<file path="config.mk">
export PLATFORM = sky130hd
export DESIGN_NAME = lfo_trim_cal
export DESIGN_NICKNAME = d
export VERILOG_FILES = /design/src/rtl/lfo_trim_pkg.sv /design/src/rtl/lfo_trim_sync.sv /design/src/rtl/lfo_trim_datapath.sv /design/src/rtl/lfo_trim_ctrl.sv /design/src/rtl/lfo_trim_cal.sv
export SDC_FILE = /design/constraint.sdc
export NUM_CORES = 1
export LEC_CHECK = 0
export ABC_AREA = 1
export BUFFER_PORTS_ARGS = -buffer_cell sky130_fd_sc_hd__buf_2
export CAP_MARGIN = 20
export CORE_MARGIN = 2
export CORE_UTILIZATION = 31
export DETAILED_ROUTE_END_ITERATION = 7
export PLACE_DENSITY = 0.45
export REMOVE_ABC_BUFFERS = 1
export SKIP_LAST_GASP = 1
export SYNTH_ARGS = -nofsm -noshare
export SYNTH_HDL_FRONTEND = slang
export SYNTH_SLANG_ARGS = --single-unit
</file>
<file path="constraint.sdc">
create_clock -name clk -period 6 [get_ports clk]
set_input_delay 0.9 -clock clk [delete_from_list [all_inputs] [get_ports clk]]
set_output_delay 0.9 -clock clk [all_outputs]
set_load 0.02 [all_outputs]
</file>
<file path="src/rtl/lfo_trim_pkg.sv">
package lfo_trim_pkg;

  typedef enum logic [2:0] {
    ST_IDLE,
    ST_ARM,
    ST_MEAS,
    ST_DONE,
    ST_FAIL
  } calState_t;

  // strobes from control to datapath
  typedef struct packed {
    logic loadTrim;
    logic incTrim;
    logic decTrim;
    logic latchPeriod;
    logic clrTimeout;
    logic runTimeout;
  } dpCtrl_t;

endpackage

</file>
<file path="src/rtl/lfo_trim_sync.sv">
module lfo_trim_sync #(
  parameter int STAGES = 2
) (
  input  logic clk,
  input  logic rst_n,
  input  logic asyncIn,
  output logic riseEdge
);
  // STAGES synchronizer flops plus one history flop for edge detection
  logic [STAGES:0] chain;

  always_ff @(posedge clk) begin
    if (!rst_n) chain[0] <= 1'b0;
    else        chain[0] <= asyncIn;
  end

  for (genvar i = 1; i <= STAGES; i++) begin : g_stage
    always_ff @(posedge clk) begin
      if (!rst_n) chain[i] <= 1'b0;
      else        chain[i] <= chain[i-1];
    end
  end

  assign riseEdge = chain[STAGES-1] & ~chain[STAGES];

endmodule

</file>
<file path="src/rtl/lfo_trim_datapath.sv">
module lfo_trim_datapath
  import lfo_trim_pkg::*;
#(
  parameter int TIMER_W = 16,
  parameter int TRIM_W  = 4,
  parameter int TIMEOUT = 1024
) (
  input  logic               clk,
  input  logic               rst_n,
  input  logic               oscEdge,
  input  dpCtrl_t            ctl,
  input  logic [TRIM_W-1:0]  trimInit,
  input  logic [TIMER_W-1:0] periodLo,
  input  logic [TIMER_W-1:0] periodHi,
  output logic [TRIM_W-1:0]  trimCode,
  output logic [TIMER_W-1:0] periodOut,
  output logic               aboveHi,
  output logic               belowLo,
  output logic               atMin,
  output logic               atMax,
  output logic               timeoutHit
);
  localparam int CNT_W = $clog2(TIMEOUT + 1);

  logic [TIMER_W-1:0] timerQ, capQ, periodQ, periodNow;
  logic [TRIM_W-1:0]  trimQ;
  logic [CNT_W-1:0]   toCnt;

  // free-running reference timebase
  always_ff @(posedge clk) begin
    if (!rst_n) timerQ <= '0;
    else        timerQ <= timerQ + TIMER_W'(1);
  end

  // every edge copies the timer
  always_ff @(posedge clk) begin
    if (!rst_n)       capQ <= '0;
    else if (oscEdge) capQ <= timerQ;
  end

  // modulo subtraction absorbs wraparound
  assign periodNow = timerQ - capQ;
  assign aboveHi   = periodNow > periodHi;
  assign belowLo   = periodNow < periodLo;

  always_ff @(posedge clk) begin
    if (!rst_n)               periodQ <= '0;
    else if (ctl.latchPeriod) periodQ <= periodNow;
  end

  always_ff @(posedge clk) begin
    if (!rst_n)            trimQ <= trimInit;
    else if (ctl.loadTrim) trimQ <= trimInit;
    else if (ctl.incTrim)  trimQ <= trimQ + TRIM_W'(1);
    else if (ctl.decTrim)  trimQ <= trimQ - TRIM_W'(1);
  end

  assign atMin = (trimQ == '0);
  assign atMax = (trimQ == '1);

  // cycles since the last edge
  always_ff @(posedge clk) begin
    if (!rst_n)                         toCnt <= '0;
    else if (ctl.clrTimeout || oscEdge) toCnt <= '0;
    else if (ctl.runTimeout)            toCnt <= toCnt + CNT_W'(1);
  end

  assign timeoutHit = (toCnt == CNT_W'(TIMEOUT - 1));
  assign trimCode   = trimQ;
  assign periodOut  = periodQ;

endmodule

</file>
<file path="src/rtl/lfo_trim_ctrl.sv">
module lfo_trim_ctrl
  import lfo_trim_pkg::*;
#(
  parameter int MAX_ADJ = 16
) (
  input  logic    clk,
  input  logic    rst_n,
  input  logic    startPulse,
  input  logic    oscEdge,
  input  logic    aboveHi,
  input  logic    belowLo,
  input  logic    atMin,
  input  logic    atMax,
  input  logic    timeoutHit,
  output dpCtrl_t ctl,
  output logic    done,
  output logic    fail
);
  localparam int ITER_W = $clog2(MAX_ADJ + 1);

  calState_t         state, stateNext;
  logic [ITER_W-1:0] iterQ, iterNext;
  logic              budgetOut;

  assign budgetOut = (iterQ == ITER_W'(MAX_ADJ));

  always_comb begin
    ctl       = '0;
    stateNext = state;
    iterNext  = iterQ;
    if (startPulse) begin
      ctl.loadTrim   = 1'b1;
      ctl.clrTimeout = 1'b1;
      iterNext       = '0;
      stateNext      = ST_ARM;
    end else begin
      unique case (state)
        ST_ARM: begin
          ctl.runTimeout = 1'b1;
          if (oscEdge)         stateNext = ST_MEAS;
          else if (timeoutHit) stateNext = ST_FAIL;
        end
        ST_MEAS: begin
          ctl.runTimeout = 1'b1;
          if (oscEdge) begin
            ctl.latchPeriod = 1'b1;
            if (aboveHi) begin
              if (atMin || budgetOut) stateNext = ST_FAIL;
              else begin
                ctl.decTrim = 1'b1;
                iterNext    = iterQ + ITER_W'(1);
                stateNext   = ST_ARM;
              end
            end else if (belowLo) begin
              if (atMax || budgetOut) stateNext = ST_FAIL;
              else begin
                ctl.incTrim = 1'b1;
                iterNext    = iterQ + ITER_W'(1);
                stateNext   = ST_ARM;
              end
            end else begin
              stateNext = ST_DONE;
            end
          end else if (timeoutHit) begin
            stateNext = ST_FAIL;
          end
        end
        default: ;
      endcase
    end
  end

  always_ff @(posedge clk) begin
    if (!rst_n) begin
      state <= ST_IDLE;
      iterQ <= '0;
    end else begin
      state <= stateNext;
      iterQ <= iterNext;
    end
  end

  assign done = (state == ST_DONE);
  assign fail = (state == ST_FAIL);

endmodule

</file>
<file path="src/rtl/lfo_trim_cal.sv">
module lfo_trim_cal
  import lfo_trim_pkg::*;
#(
  parameter int TIMER_W     = 16,
  parameter int TRIM_W      = 4,
  parameter int TIMEOUT     = 1024,
  parameter int MAX_ADJ     = 16,
  parameter int SYNC_STAGES = 2
) (
  input  logic               clk,
  input  logic               rst_n,
  input  logic               oscIn,
  input  logic               startPulse,
  input  logic [TRIM_W-1:0]  trimInit,
  input  logic [TIMER_W-1:0] periodLo,
  input  logic [TIMER_W-1:0] periodHi,
  output logic [TRIM_W-1:0]  trimCode,
  output logic [TIMER_W-1:0] periodOut,
  output logic               done,
  output logic               fail
);
  logic    oscEdge;
  dpCtrl_t ctl;
  logic    aboveHi, belowLo, atMin, atMax, timeoutHit;

  lfo_trim_sync #(.STAGES(SYNC_STAGES)) u_sync (
    .clk(clk), .rst_n(rst_n), .asyncIn(oscIn), .riseEdge(oscEdge)
  );

  lfo_trim_datapath #(.TIMER_W(TIMER_W), .TRIM_W(TRIM_W), .TIMEOUT(TIMEOUT)) u_dp (
    .clk(clk), .rst_n(rst_n), .oscEdge(oscEdge), .ctl(ctl),
    .trimInit(trimInit), .periodLo(periodLo), .periodHi(periodHi),
    .trimCode(trimCode), .periodOut(periodOut),
    .aboveHi(aboveHi), .belowLo(belowLo), .atMin(atMin), .atMax(atMax),
    .timeoutHit(timeoutHit)
  );

  lfo_trim_ctrl #(.MAX_ADJ(MAX_ADJ)) u_ctrl (
    .clk(clk), .rst_n(rst_n), .startPulse(startPulse), .oscEdge(oscEdge),
    .aboveHi(aboveHi), .belowLo(belowLo), .atMin(atMin), .atMax(atMax),
    .timeoutHit(timeoutHit), .ctl(ctl), .done(done), .fail(fail)
  );

endmodule

</file>
==> impl_metrics.yaml <==
placement:
  routabilityCongestion: 0.896
  io_buffers: 61
  placed_area_sq_mm: 0.00532
  dpl.hpwl_mm: 9.20
floorplan:
  die_h_microns: 129
  die_w_microns: 129
  initial_core_util_pct: 31.7
  die_area_sq_mm: 0.0166
  rows: 45
  core_sq_mm: 0.0152
  pin_count: 62
layout:
  drive_gt1_share_pct: 15.1
  fillers: 1604
  area_growth_pct: 16.9
  multi_input_area_sq_mm: 0.00277
  ff_latch_area_sq_mm: 0.00152
  n_antenna_cell: 0
  nets: 831
  final_area_sq_mm: 0.00563
  final_util_pct: 37.0
grt:
  top_usage_layer: "met2"
  first_global_vias: 4089
  antenna_found_initial: 0
  grt.met3_usage_pct: 2.91
  grt_start_max_net_pins: 47
  overflow: 0
  grt_use_total_pct: 14.8
  gr-usage-met1_pct: 20.1
  gr-usage-met2_pct: 23.4
  grt_pass1_wl_mm: 19.4
timing:
  finalHoldViolCount: 0
  min_period_ns: 4.46
  relSlewSlack_pct: 70.3
  rsz0062_at_grt: "false"
  period_share_pct: 74.4
  setup_tns_ns: 0
  finClkSkew_ns: 0.00606
  timing.hold.ws_ns: 0.418
  fmax_ghz: 0.224
  setup_viol: 0
  tightest_slew_ns: 0.446
  final_max_slew_viol_count: 0
drt:
  viasPerCell: 4.60
  drtIter0Drc: 204
  drtPass1Iterations: 4
  routed_wl_mm: 11.7
  detail_route.drc_violations: 0
  wl_per_cell_microns: 12.5
  num_vias: 4279
  drtAntennaViolNets: 0
clock_tree:
  numClockSinks: 74
  hold_buffers: 0
  clock_latency_ns: 0.34
  cts_resized: 0
  cts_buffers: 9
  clk_pin_slew_ns: 0.06
  cts_tree: "yes"
  htree_num_levels: 3
  cts_buffer_depth: 2
  cts_setup_buffers: 0
  cts-root-buf: "clkbuf_16"
power:
  powerDensity_mw_per_mm2: 253
  vdd_drop_max_mv: 0.133
  leakage_nw: 2.79
  total_power_mw: 1.42
worst_setup_path:
  cp.arrival_ns: 4.56
  path_class: "flip-flop to flip-flop"
  reg2reg_slack_ns: 1.54
  required_ns: 6.10
  cp-start-kind: "flip-flop"
  cp_max_fo: 4
  critPathCaptureType: "flip-flop"
yosys:
  synth_cell_type_count: 38
  synth_area_leaders: "dfxtp_1 29%, ha_1 14%, inv_1 9.0%"
  yosysWarnings: 0
  netlist_instances: 675
  ys_ff_latch: 74
  yosys.area.top_type: "dfxtp_1"
  synth_top_area_share_pct: 29.1
  synth_ff_type: "dfxtp_1"
  synth_edf_count: 4
  avgSynthCellArea_sq_um: 7.14
  async_reset_ff_share_pct: 0
  synthTopCellsByCount: "115 x inv_1, 115 x nand2_1, 70 x dfxtp_1, 66 x a21oi_1, 58 x o21ai_0"
  synth_area_sq_mm: 0.00482
  yosysSeqAreaShare_pct: 31.6
run:
  maxCapViolCount: 0
hold_path:
  hp-class: "flip-flop to flip-flop"
status:
  status: "finished, final reports clean"
area by class of cell:
type,instances,share of cell area [%]
Clock buffer,11,4.51
Clock inverter,5,1.07
Inverter,123,8.20
Multi-Input combinational cell,465,49.2
Sequential cell,74,27.0
Tap cell,188,4.18
Timing Repair Buffer,64,5.82
critical path, cell delays in order (launching register included):
cell and delay, ns:
dfxtp_1 0.30, inv_1 0.05, ha_1 0.35, a21oi_1 0.16, nand2_1 0.13, a21oi_1 0.36, o21ai_2 0.14, nand3_1 0.09
nand2_1 0.06, xor2_1 0.21, inv_1 0.10, ha_1 0.30, a21oi_1 0.20, o21ai_0 0.11, a21oi_1 0.17, nand2_1 0.10
inv_1 0.09, nand4_1 0.16, ha_1 0.37, a21oi_1 0.20, nand2_1 0.09, xor2_1 0.20, nand4_1 0.13, nand3_1 0.09
nand2_1 0.05
where the power goes:
| group | switching, mW | internal [mW] |
|---|---|---|
| clock network | 0.223 | 0.349 |
| logic | 0.211 | 0.122 |
| registers | 0.00962 | 0.508 |
| total | 0.444 | 0.979 |
path summary, 6_finish.rpt:
path / start / endpoint / cells after the start
setup reg to reg: u_dp.capQ[2] / u_dp.trimCode[3] / 24
setup / recovery: u_dp.capQ[2] / u_dp.trimCode[3] / 24
hold reg to reg: u_sync.chain[0] / u_sync.chain[1] / 2
hold / removal: u_sync.chain[0] / u_sync.chain[1] / 2
per-layer routing:
metal | vias to the layer above | routed length [microns] | part of all wire (%)
li1 | 2314 | - | -
met5 | - | 0 | 0
met4 | 0 | 165 | 1.4
met3 | 13 | 314 | 2.7
met2 | 50 | 5030 | 43
met1 | 1902 | 6160 | 53
cells in the final DEF (no fill, tap or decap), types with 2 or more instances in the layout:
cell,n
fa_1,2
xor2_1,17
clkbuf_16,10
buf_4,3
nand2_2,7
nor3_2,3
inv_1,115
o31ai_1,2
a21oi_1,66
nor2_2,6
nand2_1,115
nor3_1,7
inv_2,8
dfxtp_1,70
o211ai_1,2
xnor2_1,4
nand3b_1,2
nand3_1,30
ha_1,52
nand3_2,3
edfxtp_1,4
nand4_1,10
nor2_4,4
o21ai_0,58
nor2_1,51
o21a_1,4
buf_2,61
a31oi_1,2
o21bai_1,11
cell families after synthesis:
| family | count (synthesis) | synth area share (%) |
|---|---|---|
| and+or+nand+nor | 243 | 22.9 |
| AOI/OAI and AO/OA | 147 | 16.4 |
| buffers and inverters | 136 | 10.9 |
| DFF | 74 | 31.6 |
| adders and majority gates | 54 | 14.3 |
| xor gates and xnor gates | 21 | 3.82 |
metrics by stage:
stage / setup slack, ns / std cells
floorplan: 2.26 / 662
global placement: 1.65 / 914
detailed placement: 1.57 / 914
global route: 1.01 / 930
finish: 1.54 / 930
CTS: 1.54 / 930
registers in the layout, indices dropped and copies added (netlist names):
signal	flops
u_ctrl.iterQ	5
u_ctrl.state	3
u_dp.capQ	16
u_dp.periodOut	16
u_dp.timerQ	16
u_dp.toCnt	11
u_dp.trimCode	4
u_sync.chain	3
(Power assumes the default switching activity.)
